File: src/rtl/age_slot_pkg.sv
package age_slot_pkg;

   // Strategy used to locate the oldest occupied slot
   typedef enum logic [0:0] {
      PICK_SCAN = 1'b0,   // linear walk over the slots
      PICK_TREE = 1'b1    // balanced tree of pairwise comparisons
   } pick_style_e;

   // Width of a slot index; never below one bit
   function automatic int idx_width(input int n);
      return (n > 1) ? $clog2(n) : 1;
   endfunction

endpackage

File: src/rtl/age_slot_free_pick.sv
// Finds the lowest-index empty slot
module age_slot_free_pick #(
   parameter int SLOTS = 1,
   parameter int IDX_W = 1
) (
   input  logic [SLOTS-1:0] occ,
   output logic             any_free,
   output logic [IDX_W-1:0] free_idx
);

   always_comb begin
      any_free = 1'b0;
      free_idx = '0;
      for (int i = SLOTS - 1; i >= 0; i--) begin
         if (!occ[i]) begin
            any_free = 1'b1;
            free_idx = IDX_W'(i);
         end
      end
   end

endmodule

File: src/rtl/age_slot_old_pick.sv
// Finds the occupied slot with the smallest age
module age_slot_old_pick
   import age_slot_pkg::*;
#(
   parameter int          SLOTS = 1,
   parameter int          AGE_W = 32,
   parameter int          IDX_W = 1,
   parameter pick_style_e PICK  = PICK_TREE
) (
   input  logic [SLOTS-1:0] occ,
   input  logic [AGE_W-1:0] ages [SLOTS],
   output logic             found,
   output logic [IDX_W-1:0] old_idx
);

   generate
      if (PICK == PICK_SCAN) begin : g_scan
         always_comb begin
            logic [AGE_W-1:0] best;
            found   = 1'b0;
            old_idx = '0;
            best    = '0;
            for (int i = 0; i < SLOTS; i++) begin
               if (occ[i] && (!found || ages[i] < best)) begin
                  found   = 1'b1;
                  best    = ages[i];
                  old_idx = IDX_W'(i);
               end
            end
         end
      end else begin : g_tree
         localparam int LEAVES = 1 << IDX_W;
         localparam int NODES  = 2 * LEAVES - 1;

         logic [NODES-1:0] nv;
         logic [AGE_W-1:0] na [NODES];
         logic [IDX_W-1:0] ni [NODES];

         for (genvar l = 0; l < LEAVES; l++) begin : g_leaf
            if (l < SLOTS) begin : g_real
               assign nv[LEAVES-1+l] = occ[l];
               assign na[LEAVES-1+l] = ages[l];
            end else begin : g_pad
               assign nv[LEAVES-1+l] = 1'b0;
               assign na[LEAVES-1+l] = '0;
            end
            assign ni[LEAVES-1+l] = IDX_W'(l);
         end

         for (genvar n = 0; n < LEAVES - 1; n++) begin : g_node
            logic take_left;
            assign take_left = nv[2*n+1] &&
                               (!nv[2*n+2] || (na[2*n+1] < na[2*n+2]));
            assign nv[n] = nv[2*n+1] | nv[2*n+2];
            assign na[n] = take_left ? na[2*n+1] : na[2*n+2];
            assign ni[n] = take_left ? ni[2*n+1] : ni[2*n+2];
         end

         assign found   = nv[0];
         assign old_idx = ni[0];
      end
   endgenerate

endmodule

File: src/rtl/age_slot_store.sv
// Slot storage: occupied bits, payloads and ages
module age_slot_store #(
   parameter int SLOTS  = 1,
   parameter int DATA_W = 16,
   parameter int AGE_W  = 32,
   parameter int IDX_W  = 1
) (
   input  logic             clk,
   input  logic             rst_n,
   input  logic             wr_en,
   input  logic [IDX_W-1:0] wr_idx,
   input  logic [DATA_W-1:0] wr_data,
   input  logic [AGE_W-1:0] wr_age,
   input  logic             rd_en,
   input  logic [IDX_W-1:0] rd_idx,
   output logic [SLOTS-1:0] occ,
   output logic [DATA_W-1:0] data [SLOTS],
   output logic [AGE_W-1:0] ages [SLOTS]
);

   for (genvar s = 0; s < SLOTS; s++) begin : g_slot
      logic hit_wr;
      logic hit_rd;
      assign hit_wr = wr_en && (wr_idx == IDX_W'(s));
      assign hit_rd = rd_en && (rd_idx == IDX_W'(s));

      always_ff @(posedge clk) begin
         if (!rst_n) begin
            occ[s]  <= 1'b0;
            data[s] <= '0;
            ages[s] <= '0;
         end else begin
            if (hit_rd) occ[s] <= 1'b0;
            if (hit_wr) begin
               occ[s]  <= 1'b1;
               data[s] <= wr_data;
               ages[s] <= wr_age;
            end
         end
      end
   end

endmodule

File: src/rtl/age_slot_reg.sv
module age_slot_reg
   import age_slot_pkg::*;
#(
   parameter int          SLOTS  = 1,
   parameter int          DATA_W = 16,
   parameter int          AGE_W  = 32,
   parameter pick_style_e PICK   = PICK_TREE,
   localparam int         IDX_W  = idx_width(SLOTS)
) (
   input  logic              clk,
   input  logic              rst_n,
   input  logic              push_valid,
   input  logic [DATA_W-1:0] push_data,
   input  logic [AGE_W-1:0]  push_age,
   output logic              push_ready,
   output logic              push_err,
   input  logic              pop_req,
   output logic              pop_valid,
   output logic [DATA_W-1:0] pop_data,
   output logic [AGE_W-1:0]  pop_age,
   output logic [IDX_W-1:0]  pop_slot
);

   // Elaboration-time parameter checks
   if (SLOTS < 1)  begin : g_bad_slots $error("SLOTS must be at least 1"); end
   if (DATA_W < 1) begin : g_bad_data  $error("DATA_W must be at least 1"); end
   if (AGE_W < 1)  begin : g_bad_age   $error("AGE_W must be at least 1"); end

   logic [SLOTS-1:0]  occ;
   logic [DATA_W-1:0] data [SLOTS];
   logic [AGE_W-1:0]  ages [SLOTS];
   logic              any_free;
   logic [IDX_W-1:0]  free_idx;
   logic              found;
   logic [IDX_W-1:0]  old_idx;
   logic              push_fire;
   logic              pop_fire;

   age_slot_free_pick #(.SLOTS(SLOTS), .IDX_W(IDX_W)) u_free (
      .occ      (occ),
      .any_free (any_free),
      .free_idx (free_idx)
   );

   age_slot_old_pick #(.SLOTS(SLOTS), .AGE_W(AGE_W), .IDX_W(IDX_W), .PICK(PICK)) u_old (
      .occ     (occ),
      .ages    (ages),
      .found   (found),
      .old_idx (old_idx)
   );

   assign push_fire = push_valid && any_free;
   assign pop_fire  = pop_req && found;

   age_slot_store #(.SLOTS(SLOTS), .DATA_W(DATA_W), .AGE_W(AGE_W), .IDX_W(IDX_W)) u_store (
      .clk     (clk),
      .rst_n   (rst_n),
      .wr_en   (push_fire),
      .wr_idx  (free_idx),
      .wr_data (push_data),
      .wr_age  (push_age),
      .rd_en   (pop_fire),
      .rd_idx  (old_idx),
      .occ     (occ),
      .data    (data),
      .ages    (ages)
   );

   assign push_ready = any_free;
   assign push_err   = push_valid && !any_free;
   assign pop_valid  = found;
   assign pop_data   = found ? data[old_idx] : '0;
   assign pop_age    = found ? ages[old_idx] : '0;
   assign pop_slot   = found ? old_idx : '0;

endmodule

File: config.mk
export PLATFORM = sky130hd
export DESIGN_NAME = age_slot_reg
export DESIGN_NICKNAME = d
export VERILOG_FILES = /design/src/rtl/age_slot_pkg.sv /design/src/rtl/age_slot_free_pick.sv /design/src/rtl/age_slot_old_pick.sv /design/src/rtl/age_slot_store.sv /design/src/rtl/age_slot_reg.sv
export SDC_FILE = /design/constraint.sdc
export NUM_CORES = 1
export LEC_CHECK = 0
export BUFFER_PORTS_ARGS = -buffer_cell sky130_fd_sc_hd__buf_2
export CORE_MARGIN = 2
export CORE_UTILIZATION = 52
export CTS_BUF_LIST = sky130_fd_sc_hd__clkbuf_4
export DETAILED_ROUTE_END_ITERATION = 7
export GPL_TIMING_DRIVEN = 0
export PLACE_DENSITY = 0.85
export SKIP_LAST_GASP = 1
export SYNTH_ARGS = -nofsm -noshare
export SYNTH_HDL_FRONTEND = slang
export SYNTH_SLANG_ARGS = --single-unit
export TNS_END_PERCENT = 20
File: constraint.sdc
create_clock -name clk -period 3 [get_ports clk]
set_clock_uncertainty 0.2 [all_clocks]
set_input_delay 0.3 -clock clk [delete_from_list [all_inputs] [get_ports clk]]
set_output_delay 0.3 -clock clk [all_outputs]
set_load 0.005 [all_outputs]
==> impl_results.md, run 1 <==
- WP depth: 3
- Setup ws final: 0.9464 ns
- Initial antenna violation count: 0
- Worst setup slack after placement: 1.377 ns
- Clock Pin Slew Worst Setup and Hold Paths: 0.13 ns
- Dpl hpwl: 3682 um
- Layout cell share with drive strength beyond 1: 27.34%
- Slowest stage cell, crit path: dfxtp_1
- Pwr dens: 375.2 nW/um^2
- Die ar.: 4937 um^2
- Aggregate negative setup slack: 0 ns
- First-pass GRT wire length: 10450 um
- # rows: 24
- CTS sink count: 49
- Syn Nets: 322
- Grt ovf: 0
- Tmin final: 2.054 ns
- Crit-path max cell delay: 0.53 ns
- CTS H-tree depth: 2
- # IOs: 104
- Vias in the first global route: 2341
- End of the worst register-to-register path: u_store.occ$_SDFFE_PN0P_
- CP Cell Sequence: clkbuf_1 > and2_1 > buf_2
- CP required: 2.50 ns
- Worst setup path start: u_store.occ$_SDFFE_PN0P_
- Total Routed Length: 6141 um
- RSZ-0062 raised after global routing: no
- Post-route ant nets: 0
- Crit path capture type: primary output
- Area growth, synth to finish: 49.04%
- Fin. Hold Viols: 0
- CP Capture Point: pop_age[26]
- R2R setup slack: 1.42 ns
- Initial DRT Pass Iterations: 4
- Yosys top cell area share: 42.96%
- Fin crit share: 68.45%
- Max-Cap Viols: 0
- DR vias/cell: 4.767
- Setup violations, final: 0
- Cells taking the most area after synthesis: dfxtp_1 (43%), mux2i_1 (21%), nand2_1 (16%)
- PortBufs: 101
- Critical path startpoint category: flip-flop
- Final GP Congestion: 0.8020
- GRT Total Usage: 26.36%
- Buf/Inv on CP: 2
- DR iter-0 viols: 100
- RR Startpoint: u_store.occ$_SDFFE_PN0P_
- Worst Reg2Reg Path Length in Cells: 3
- Leak pwr: 1.726 nW
- Crit Path Class: flip-flop to primary output
- Root buffer selected by CTS: clkbuf_4
- Worst-skew pair later-pin latency: 0.36 ns
- CTS tree: yes
- GR Layer Usage met3: 5.339%
- VDD IR max: 266.6 uV
- Final Max Slew Viols: 0
- Largest net degree at the start of global routing: 14
- Die H: 70.27 um
- Post-synthesis sequential area ratio: 42.96%
- Core area: 4294 um^2
- Chip width: 70.27 um
- Flops & latches, synth: 49
- Yosys top cell by area: dfxtp_1
- Status: finished clean
- WP data arrival: 1.55 ns
- Ant diodes: 0
- Per-cell routed wire length: 12.79 um
- Synthesized instance count: 270
- Worst hold path type: input port to flip-flop
- Crit Path Max Fanout: 10
- Mapped Avg Cell Area: 8.457 um^2
- Met2 usage: 47.59%
- TritonCTS Buffers: 5
- Starting Density: 53.18%
- Via count: 2288
- CTS max path bufs: 2
- Fin util: 79.25%
- CP delay by family, top: flip-flops
- Busiest grt layer: met2
- Synth Warn #: 0
- # DRC: 0
- Max Fclk: 487.0 MHz
- Synthesized area: 2283 um^2
- Synth unique cells: 13
- Final-stage net count: 480
- Met1 usage: 30.93%
- Hold Crit Depth: 4
## stage by stage
stage | std cells | area (um^2) | power, mW | hold slack (ns)
2_1_floorplan | 270 | 2283 | 0.8595 | 0.2301
3_3_place_gp | 423 | 2854 | 0.9367 | 0.2369
3_5_place_dp | 423 | 2854 | 0.9432 | 0.2434
4_1_cts | 480 | 3403 | 1.283 | 0.2033
5_1_grt | 480 | 3403 | 1.345 | 0.2258
6_report | 480 | 3403 | 1.277 | 0.2243
## how the worst min path moves through the flow
stage / startpoint / end / slack (ns)
detailed placement: u_store.ages[27]$_SDFFE_PN0P_ / u_store.ages[27]$_SDFFE_PN0P_ / 0.24
global route: rst_n / u_store.ages[23]$_SDFFE_PN0P_ / 0.23
finish: rst_n / u_store.ages[25]$_SDFFE_PN0P_ / 0.22
CTS: rst_n / u_store.ages[23]$_SDFFE_PN0P_ / 0.20
floorplan: u_store.ages[0]$_SDFFE_PN0P_ / u_store.ages[0]$_SDFFE_PN0P_ / 0.23
global placement: u_store.data[2]$_SDFFE_PN0P_ / u_store.data[2]$_SDFFE_PN0P_ / 0.24
## routing by layer
layer,part of all wire (%),wire [um],vias to the layer above
met3,5.7,350,11
met5,0,0,-
met1,41,2502,1040
met4,1.6,100,0
met2,52,3188,80
li1,-,-,1157
## what timing repair did
action,4_1_cts,5_1_grt
endpoints found under the setup margin,0,0
setup buffers,0,0
resized for setup,0,0
endpoints found under the hold margin,49,0
hold buffers,50,0
## worst register-to-register path: cells and delay by family (launching register included)
kind,cells,cell delay [ns]
flops,1,0.53
compound gates,1,0.12
simple gates,1,0.10
buf+inv,1,0.54
## synthesized netlist by cell type (all sizes together)
cell    count
o211a       1
nand2      97
and2       49
inv         1
dfxtp      49
conb        1
mux2i      48
buf         9
nor2b       1
clkbuf     14
## state kept, by name, summed over array words and instances (netlist names)
register and flops:
u_store.data 16, u_store.occ 1, u_store.ages 32
## cell families (layout without fill, tap and decap cells)
| group | count (synthesis) | count (layout) | synth area share (%) |
|---|---|---|---|
| and+or+nand+nor | 147 | 147 | 29.64 |
| DFF | 49 | 49 | 42.96 |
| muxes | 48 | 48 | 21.04 |
| buffers and inverters | 24 | 182 | 5.753 |
| other | 1 | 1 | 0.1642 |
| AOI/OAI and AO/OA | 1 | 1 | 0.4384 |
## cell usage in the layout, fill, tap and decap left out
cell / count
inv_1: 1
nor2b_1: 1
and2_1: 49
clkinv_1: 1
clkbuf_4: 6
buf_6: 3
dlygate4sd3_1: 50
conb_1: 1
buf_2: 103
o211a_1: 1
buf_4: 4
nand2_1: 97
clkbuf_2: 1
dfxtp_1: 49
clkbuf_1: 13
mux2i_1: 48
## area by class of cell
| type | count | area [um^2] |
|---|---|---|
| Inverter | 1 | 3.754 |
| Clock inverter | 1 | 3.754 |
| Fill cell | 308 | 890.9 |
| Sequential cell | 49 | 980.9 |
| Buffer | 23 | 127.6 |
| Tap cell | 52 | 65.06 |
| Multi-Input combinational cell | 197 | 1171 |
| Timing Repair Buffer | 151 | 1006 |
| Clock buffer | 6 | 45.04 |
## power by group
part | internal [mW] | switching [mW]
sequential | 0.695 | 0.0221
clock | 0.0946 | 0.199
combinational | 0.148 | 0.118
(Power assumes the default switching activity.)
==> inputs of run 2 (changes only) <==
--- a/config.mk
+++ b/config.mk
@@ -7,11 +7,11 @@
 export LEC_CHECK = 0
 export BUFFER_PORTS_ARGS = -buffer_cell sky130_fd_sc_hd__buf_2
 export CORE_MARGIN = 2
-export CORE_UTILIZATION = 52
+export CORE_UTILIZATION = 48
 export CTS_BUF_LIST = sky130_fd_sc_hd__clkbuf_4
 export DETAILED_ROUTE_END_ITERATION = 7
 export GPL_TIMING_DRIVEN = 0
-export PLACE_DENSITY = 0.85
+export PLACE_DENSITY = 0.8
 export SKIP_LAST_GASP = 1
 export SYNTH_ARGS = -nofsm -noshare
 export SYNTH_HDL_FRONTEND = slang
==> constraint.sdc (replaced) <==
create_clock -name clk -period 1.9 [get_ports clk]
set_clock_uncertainty 0.2 [all_clocks]
set_input_delay 0.19 -clock clk [delete_from_list [all_inputs] [get_ports clk]]
set_output_delay 0.19 -clock clk [all_outputs]
set_load 0.005 [all_outputs]
==> run 2 against run 1 <==
  * First-iteration DRC count is 9.0% higher
  * Final area up 0.44%
  * Total power rose by 59%
  * Utilization decreased by 5.9 points
  * Critical path depth unchanged
  * Cell count grew 0.63%
  * Worst setup slack got worse by 0.82 ns
  * Sequential share of layout area fell by 0.090 points
  * Combinational power rose by 57%
  * Hold slack worse by 0.12 ns
  * Sequential power rose by 58%
  * Global-route usage shrank 3.6 points
==> impl_results.md, run 2 (synthesized netlist as in run 1, its figures left out) <==
- Status: finished clean
- Worst-skew pair later-pin latency: 0.36 ns (about the same)
- Total Routed Length: 5846 um (-4.8%)
- CTS max path bufs: 2 (unchanged)
- Crit Path Max Fanout: 10 (unchanged)
- Vias in the first global route: 2201 (-6.0%)
- CTS tree: yes
- DR iter-0 viols: 109 (+9.0%)
- Initial antenna violation count: 0 (unchanged)
- Starting Density: 48.99% (-4.2 points)
- Final-stage net count: 480 (unchanged)
- Area growth, synth to finish: 49.70%
- Leak pwr: 1.745 nW (+1.1%)
- CP Cell Sequence: clkbuf_1 > and2_1 > buf_2
- Largest net degree at the start of global routing: 15 (+1)
- CTS H-tree depth: 2 (unchanged)
- Fin crit share: 93.56%
- RSZ-0062 raised after global routing: no
- # IOs: 104 (unchanged)
- Fin util: 73.34% (-5.9 points)
- Setup ws final: 0.1225 ns (-0.8240 ns)
- CTS sink count: 49 (unchanged)
- Clock Pin Slew Worst Setup and Hold Paths: 0.14 ns (about the same)
- Most common cell after layout, fill and taps aside: buf_2
- # DRC: 0 (unchanged)
- Cells after DPL: 425 (+0.47%)
- WP data arrival: 1.39 ns (-0.16 ns)
- Max-Cap Viols: 0 (unchanged)
- Commonest cells after routing, fill and taps aside: buf_2 (103), nand2_1 (97), dlygate4sd3_1 (50)
- Grt ovf: 0 (unchanged)
- Final Max Slew Viols: 0 (unchanged)
- Pwr dens: 595.0 nW/um^2 (+59%)
- Aggregate negative setup slack: 0 ns (unchanged)
- Core area: 4661 um^2 (+8.5%)
- PortBufs: 101 (unchanged)
- Tmin final: 1.778 ns
- Via count: 2277 (-0.48%)
- Fin. Hold Viols: 0 (unchanged)
- Total Power: 2.034 mW (+59%)
- Most flop-heavy register: u_store.ages
- R2R setup slack: 0.41 ns (-1.01 ns)
- Worst setup slack after placement: 0.3534 ns (-1.023 ns)
- Layout cell share with drive strength beyond 1: 28.90% (+1.6 points)
- Critical path startpoint category: flip-flop
- CP required: 1.51 ns (-0.99 ns)
- Max reg flops: 32 (unchanged)
- # rows: 25 (+4.2%)
- Initial DRT Pass Iterations: 4 (unchanged)
- Max Fclk: 562.6 MHz
- TritonCTS Buffers: 5 (unchanged)
- First-pass GRT wire length: 9528 um (-8.8%)
- Post-route ant nets: 0 (unchanged)
- Crit-path max cell delay: 0.46 ns (-0.07 ns)
- Worst hold path type: input port to flip-flop
- Slowest stage cell, crit path: dfxtp_2
- Chip width: 72.97 um (+3.8%)
- VDD IR max: 346.7 uV (+30%)
- Crit path capture type: primary output
- Final GP Congestion: 0.7291 (-9.1%)
- Crit Path Class: flip-flop to primary output
- Setup violations, final: 0 (unchanged)
- Die ar.: 5325 um^2 (+7.8%)
- Fill count: 327 (+6.2%)
- Dpl hpwl: 3576 um (-2.9%)
- Root buffer selected by CTS: clkbuf_4
- Post-CTS Setup Inserts: 0 (unchanged)
- DR vias/cell: 4.714 (-1.1%)
- Per-cell routed wire length: 12.10 um (-5.4%)
- Top Registers: u_store.ages: 32 flops, u_store.data: 16 flops, u_store.occ: 1 flops
- Post-Layout Cell Count: 483 (+0.63%)
- Ant diodes: 0 (unchanged)
- Die H: 72.97 um (+3.8%)
- GRT Total Usage: 22.75% (-3.6 points)
-- run 2: final cells by class --
type,count,area [um^2],area share (%)
buffer,23,132.6,3.880
clock buffer,6,45.04,1.318
clock inverter,2,10.01,0.2928
inverter,1,3.754,0.1098
multi-input combinational,197,1171,34.26
sequential,49,982.2,28.73
tap,54,67.56,1.977
timing repair buffer,151,1006,29.43
-- run 2: repair_timing --
action | in CTS | in global routing
resized for setup | 2 | 5
endpoints found under the hold margin | 49 | 0
setup endpoints to repair | 40 | 50
hold buffers | 50 | 0
-- run 2: where the power goes --
part	internal [mW]	leakage [nW]	switching [mW]
combinational	0.236	1.31	0.182
clock	0.156	0.0354	0.327
sequential	1.10	0.403	0.0347
total	1.49	1.74	0.544
-- run 2: routing by layer --
metal  wire, um  up-vias  global-route usage (%)
met4        119        0                   7.407
li1           -     1154                       -
met2       2916       75                   40.81
met3        287       12                   4.834
met5          0        -                       0
met1       2522     1036                   26.90
-- run 2: worst max-delay path, delay by kind of cell (launching register included) --
family	cells	cell delay, ns
AND/OR/NAND/NOR	1	0.18
flip-flops	1	0.46
buffers and inverters	2	0.38
-- run 2: path summary, 6_finish.rpt --
check                                     start  depth (start not counted)                             to
setup / recovery       u_store.occ$_SDFFE_PN0P_                          3                    pop_age[20]
hold / removal                            rst_n                          4  u_store.ages[26]$_SDFFE_PN0P_
setup reg to reg       u_store.occ$_SDFFE_PN0P_                          3       u_store.occ$_SDFFE_PN0P_
hold reg to reg   u_store.ages[21]$_SDFFE_PN0P_                          2  u_store.ages[21]$_SDFFE_PN0P_
-- run 2: metrics by stage --
stage | cell area (um^2) | hold slack (ns)
floorplan | 2283 | 0.1278
global placement | 2856 | 0.2375
detailed placement | 2856 | 0.2433
CTS | 3415 | 0.1080
global route | 3418 | 0.1150
finish | 3418 | 0.1078
==> inputs of run 3 (changes only) <==
==> constraint.sdc (replaced) <==
create_clock -name clk -period 1.9 [get_ports clk]
set_clock_uncertainty 0.2 [all_clocks]
set_input_delay 0.095 -clock clk [delete_from_list [all_inputs] [get_ports clk]]
set_output_delay 0.095 -clock clk [all_outputs]
set_load 0.005 [all_outputs]
==> run 3 against run 2 <==
  * Non-clock buffer count unchanged
  * Critical path type unchanged
  * Global-route usage unchanged
  * Final area decreased by 0.11%
  * Hold slack got worse by 0.095 ns
  * Cell count unchanged
==> impl_results.md, run 3 (synthesized netlist as in run 1, its figures left out) <==
- Status: finished clean
- First-pass GRT wire length: 9528 um (unchanged)
- Crit path capture type: primary output
- Fin crit share: 97.93% (+4.4 points)
- Crit Path Max Fanout: 10 (unchanged)
- Setup violations, final: 0 (unchanged)
- CP delay by family, top: flip-flops
- # IOs: 104 (unchanged)
- Total Routed Length: 5851 um (about the same)
- # DRC: 0 (unchanged)
- Setup ws final: 0.03942 ns (-0.08303 ns)
- CTS sink count: 49 (unchanged)
- VDD IR max: 346.7 uV (about the same)
- Per-cell routed wire length: 12.11 um (about the same)
- Cells after DPL: 425 (unchanged)
- Vias in the first global route: 2201 (unchanged)
- Layout cell share with drive strength beyond 1: 28.21% (-0.70 points)
- PortBufs: 101 (unchanged)
- Initial DRT Pass Iterations: 4 (unchanged)
- Worst setup slack after placement: 0.3763 ns (+0.02286 ns)
- Grt ovf: 0 (unchanged)
- TritonCTS Buffers: 5 (unchanged)
- Die ar.: 5325 um^2 (unchanged)
- Max Fclk: 537.5 MHz (-4.5%)
- Max-Cap Viols: 0 (unchanged)
- Post-CTS Setup Inserts: 0 (unchanged)
- CP required: 1.60 ns (+0.09 ns)
- Initial antenna violation count: 0 (unchanged)
- Fin. Hold Viols: 0 (unchanged)
- Chip width: 72.97 um (unchanged)
- Post-route ant nets: 0 (unchanged)
- CP Cell Sequence: clkbuf_1 > and2_1 > buf_2
- Min-delay src: rst_n
- Final-stage net count: 480 (unchanged)
- RR Startpoint: u_store.occ$_SDFFE_PN0P_
- Worst-skew pair later-pin latency: 0.36 ns (about the same)
- Via count: 2276 (-0.044%)
- Critical path startpoint category: flip-flop
- Starting Density: 48.99% (unchanged)
- Worst hold path type: input port to flip-flop
- Most common cell after layout, fill and taps aside: buf_2
- GRT Total Usage: 22.75% (unchanged)
- CTS H-tree depth: 2 (unchanged)
- Post-Layout Cell Count: 483 (unchanged)
- Root buffer selected by CTS: clkbuf_4
- Total Power: 2.033 mW (about the same)
- WP data arrival: 1.57 ns (+0.18 ns)
- Area growth, synth to finish: 49.53%
- Core area: 4661 um^2 (unchanged)
- DR vias/cell: 4.712 (about the same)
- Final Max Slew Viols: 0 (unchanged)
- Slowest stage cell, crit path: dfxtp_1
- # rows: 25 (unchanged)
- Dpl hpwl: 3576 um (unchanged)
- Final GP Congestion: 0.7291 (unchanged)
- Die H: 72.97 um (unchanged)
- Clock Pin Slew Worst Setup and Hold Paths: 0.14 ns (about the same)
- Most flop-heavy register: u_store.ages
- Final hold slack: 0.01289 ns (-0.09487 ns)
- CTS max path bufs: 2 (unchanged)
- Crit-path max cell delay: 0.56 ns (+0.10 ns)
- Tmin final: 1.861 ns (+0.08303 ns)
- Worst setup path start: u_store.occ$_SDFFE_PN0P_
- RSZ-0062 raised after global routing: yes
- DR iter-0 viols: 103 (-5.5%)
- Pwr dens: 595.4 nW/um^2 (about the same)
- Largest net degree at the start of global routing: 15 (unchanged)
- CTS tree: yes
- Leak pwr: 1.738 nW (-0.38%)
- Top Registers: u_store.ages: 32 flops, u_store.data: 16 flops, u_store.occ: 1 flops
- Ant diodes: 0 (unchanged)
- Commonest cells after routing, fill and taps aside: buf_2 (103), nand2_1 (97), dlygate4sd3_1 (50)
- Crit Path Class: flip-flop to primary output
- Buf/Inv on CP: 2 (unchanged)
- Max reg flops: 32 (unchanged)
## run 3: cell types whose count changed in the layout (fill, tap and decap cells not counted)
| cell | change |
|---|---|
| clkbuf_2 | -2 |
| clkbuf_1 | +2 |
| dfxtp_2 | -1 |
| dfxtp_1 | +1 |
## run 3: what timing repair did
action	in CTS	in global routing
endpoints found under the hold margin	49	0
setup endpoints to repair	0	40
hold buffers	50	0
gates resized for setup	0	4
## run 3: final timing paths
kind / end / slack (ns) / cells after the start
worst max-delay path: pop_data[15] / 0.04 / 3
worst min-delay path: u_store.ages[26]$_SDFFE_PN0P_ / 0.01 / 4
worst max register to register: u_store.occ$_SDFFE_PN0P_ / 0.28 / 3
worst min register to register: u_store.ages[21]$_SDFFE_PN0P_ / 0.26 / 2
## run 3: where the power goes
part | leakage, nW | total [mW] | internal (mW) | switching, mW
Sequential | 0.403 | 1.13 | 1.10 | 0.0347
Combinational | 1.30 | 0.417 | 0.235 | 0.182
Clock | 0.0354 | 0.483 | 0.156 | 0.327
## run 3: per-stage QoR
stage,area (um^2),utilization [%],setup TNS [ns]
floorplan,2283,-,0
global placement,2856,61.29,0
detailed placement,2856,61.29,0
CTS,3412,73.21,0
global route,3415,73.26,-0.8813
finish,3415,73.26,0
## run 3: layer usage
layer | part of all wire, % | GRT usage, % | vias up
met2 | 50 | 40.81 | 73
met3 | 4.8 | 4.834 | 12
met4 | 2.0 | 7.407 | 0
met5 | 0 | 0 | -
li1 | - | - | 1154
met1 | 43 | 26.90 | 1037
## run 3: worst register-to-register path, delay by kind of cell (launching register included)
kind	cells	cell delay (ns)
flops	1	0.56
buf+inv	1	0.54
compound gates	1	0.12
simple gates	1	0.10
## run 3: area by class of cell
| type | instances | area [um^2] |
|---|---|---|
| fillers | 330 | 1246 |
| multi-input cells | 197 | 1171 |
| repair buffers | 151 | 1006 |
| flip-flops and latches | 49 | 980.9 |
| plain buffers | 23 | 130.1 |
| well taps | 54 | 67.56 |
| clock buffers | 6 | 45.04 |
| clock inverters | 2 | 10.01 |
| inverters | 1 | 3.754 |
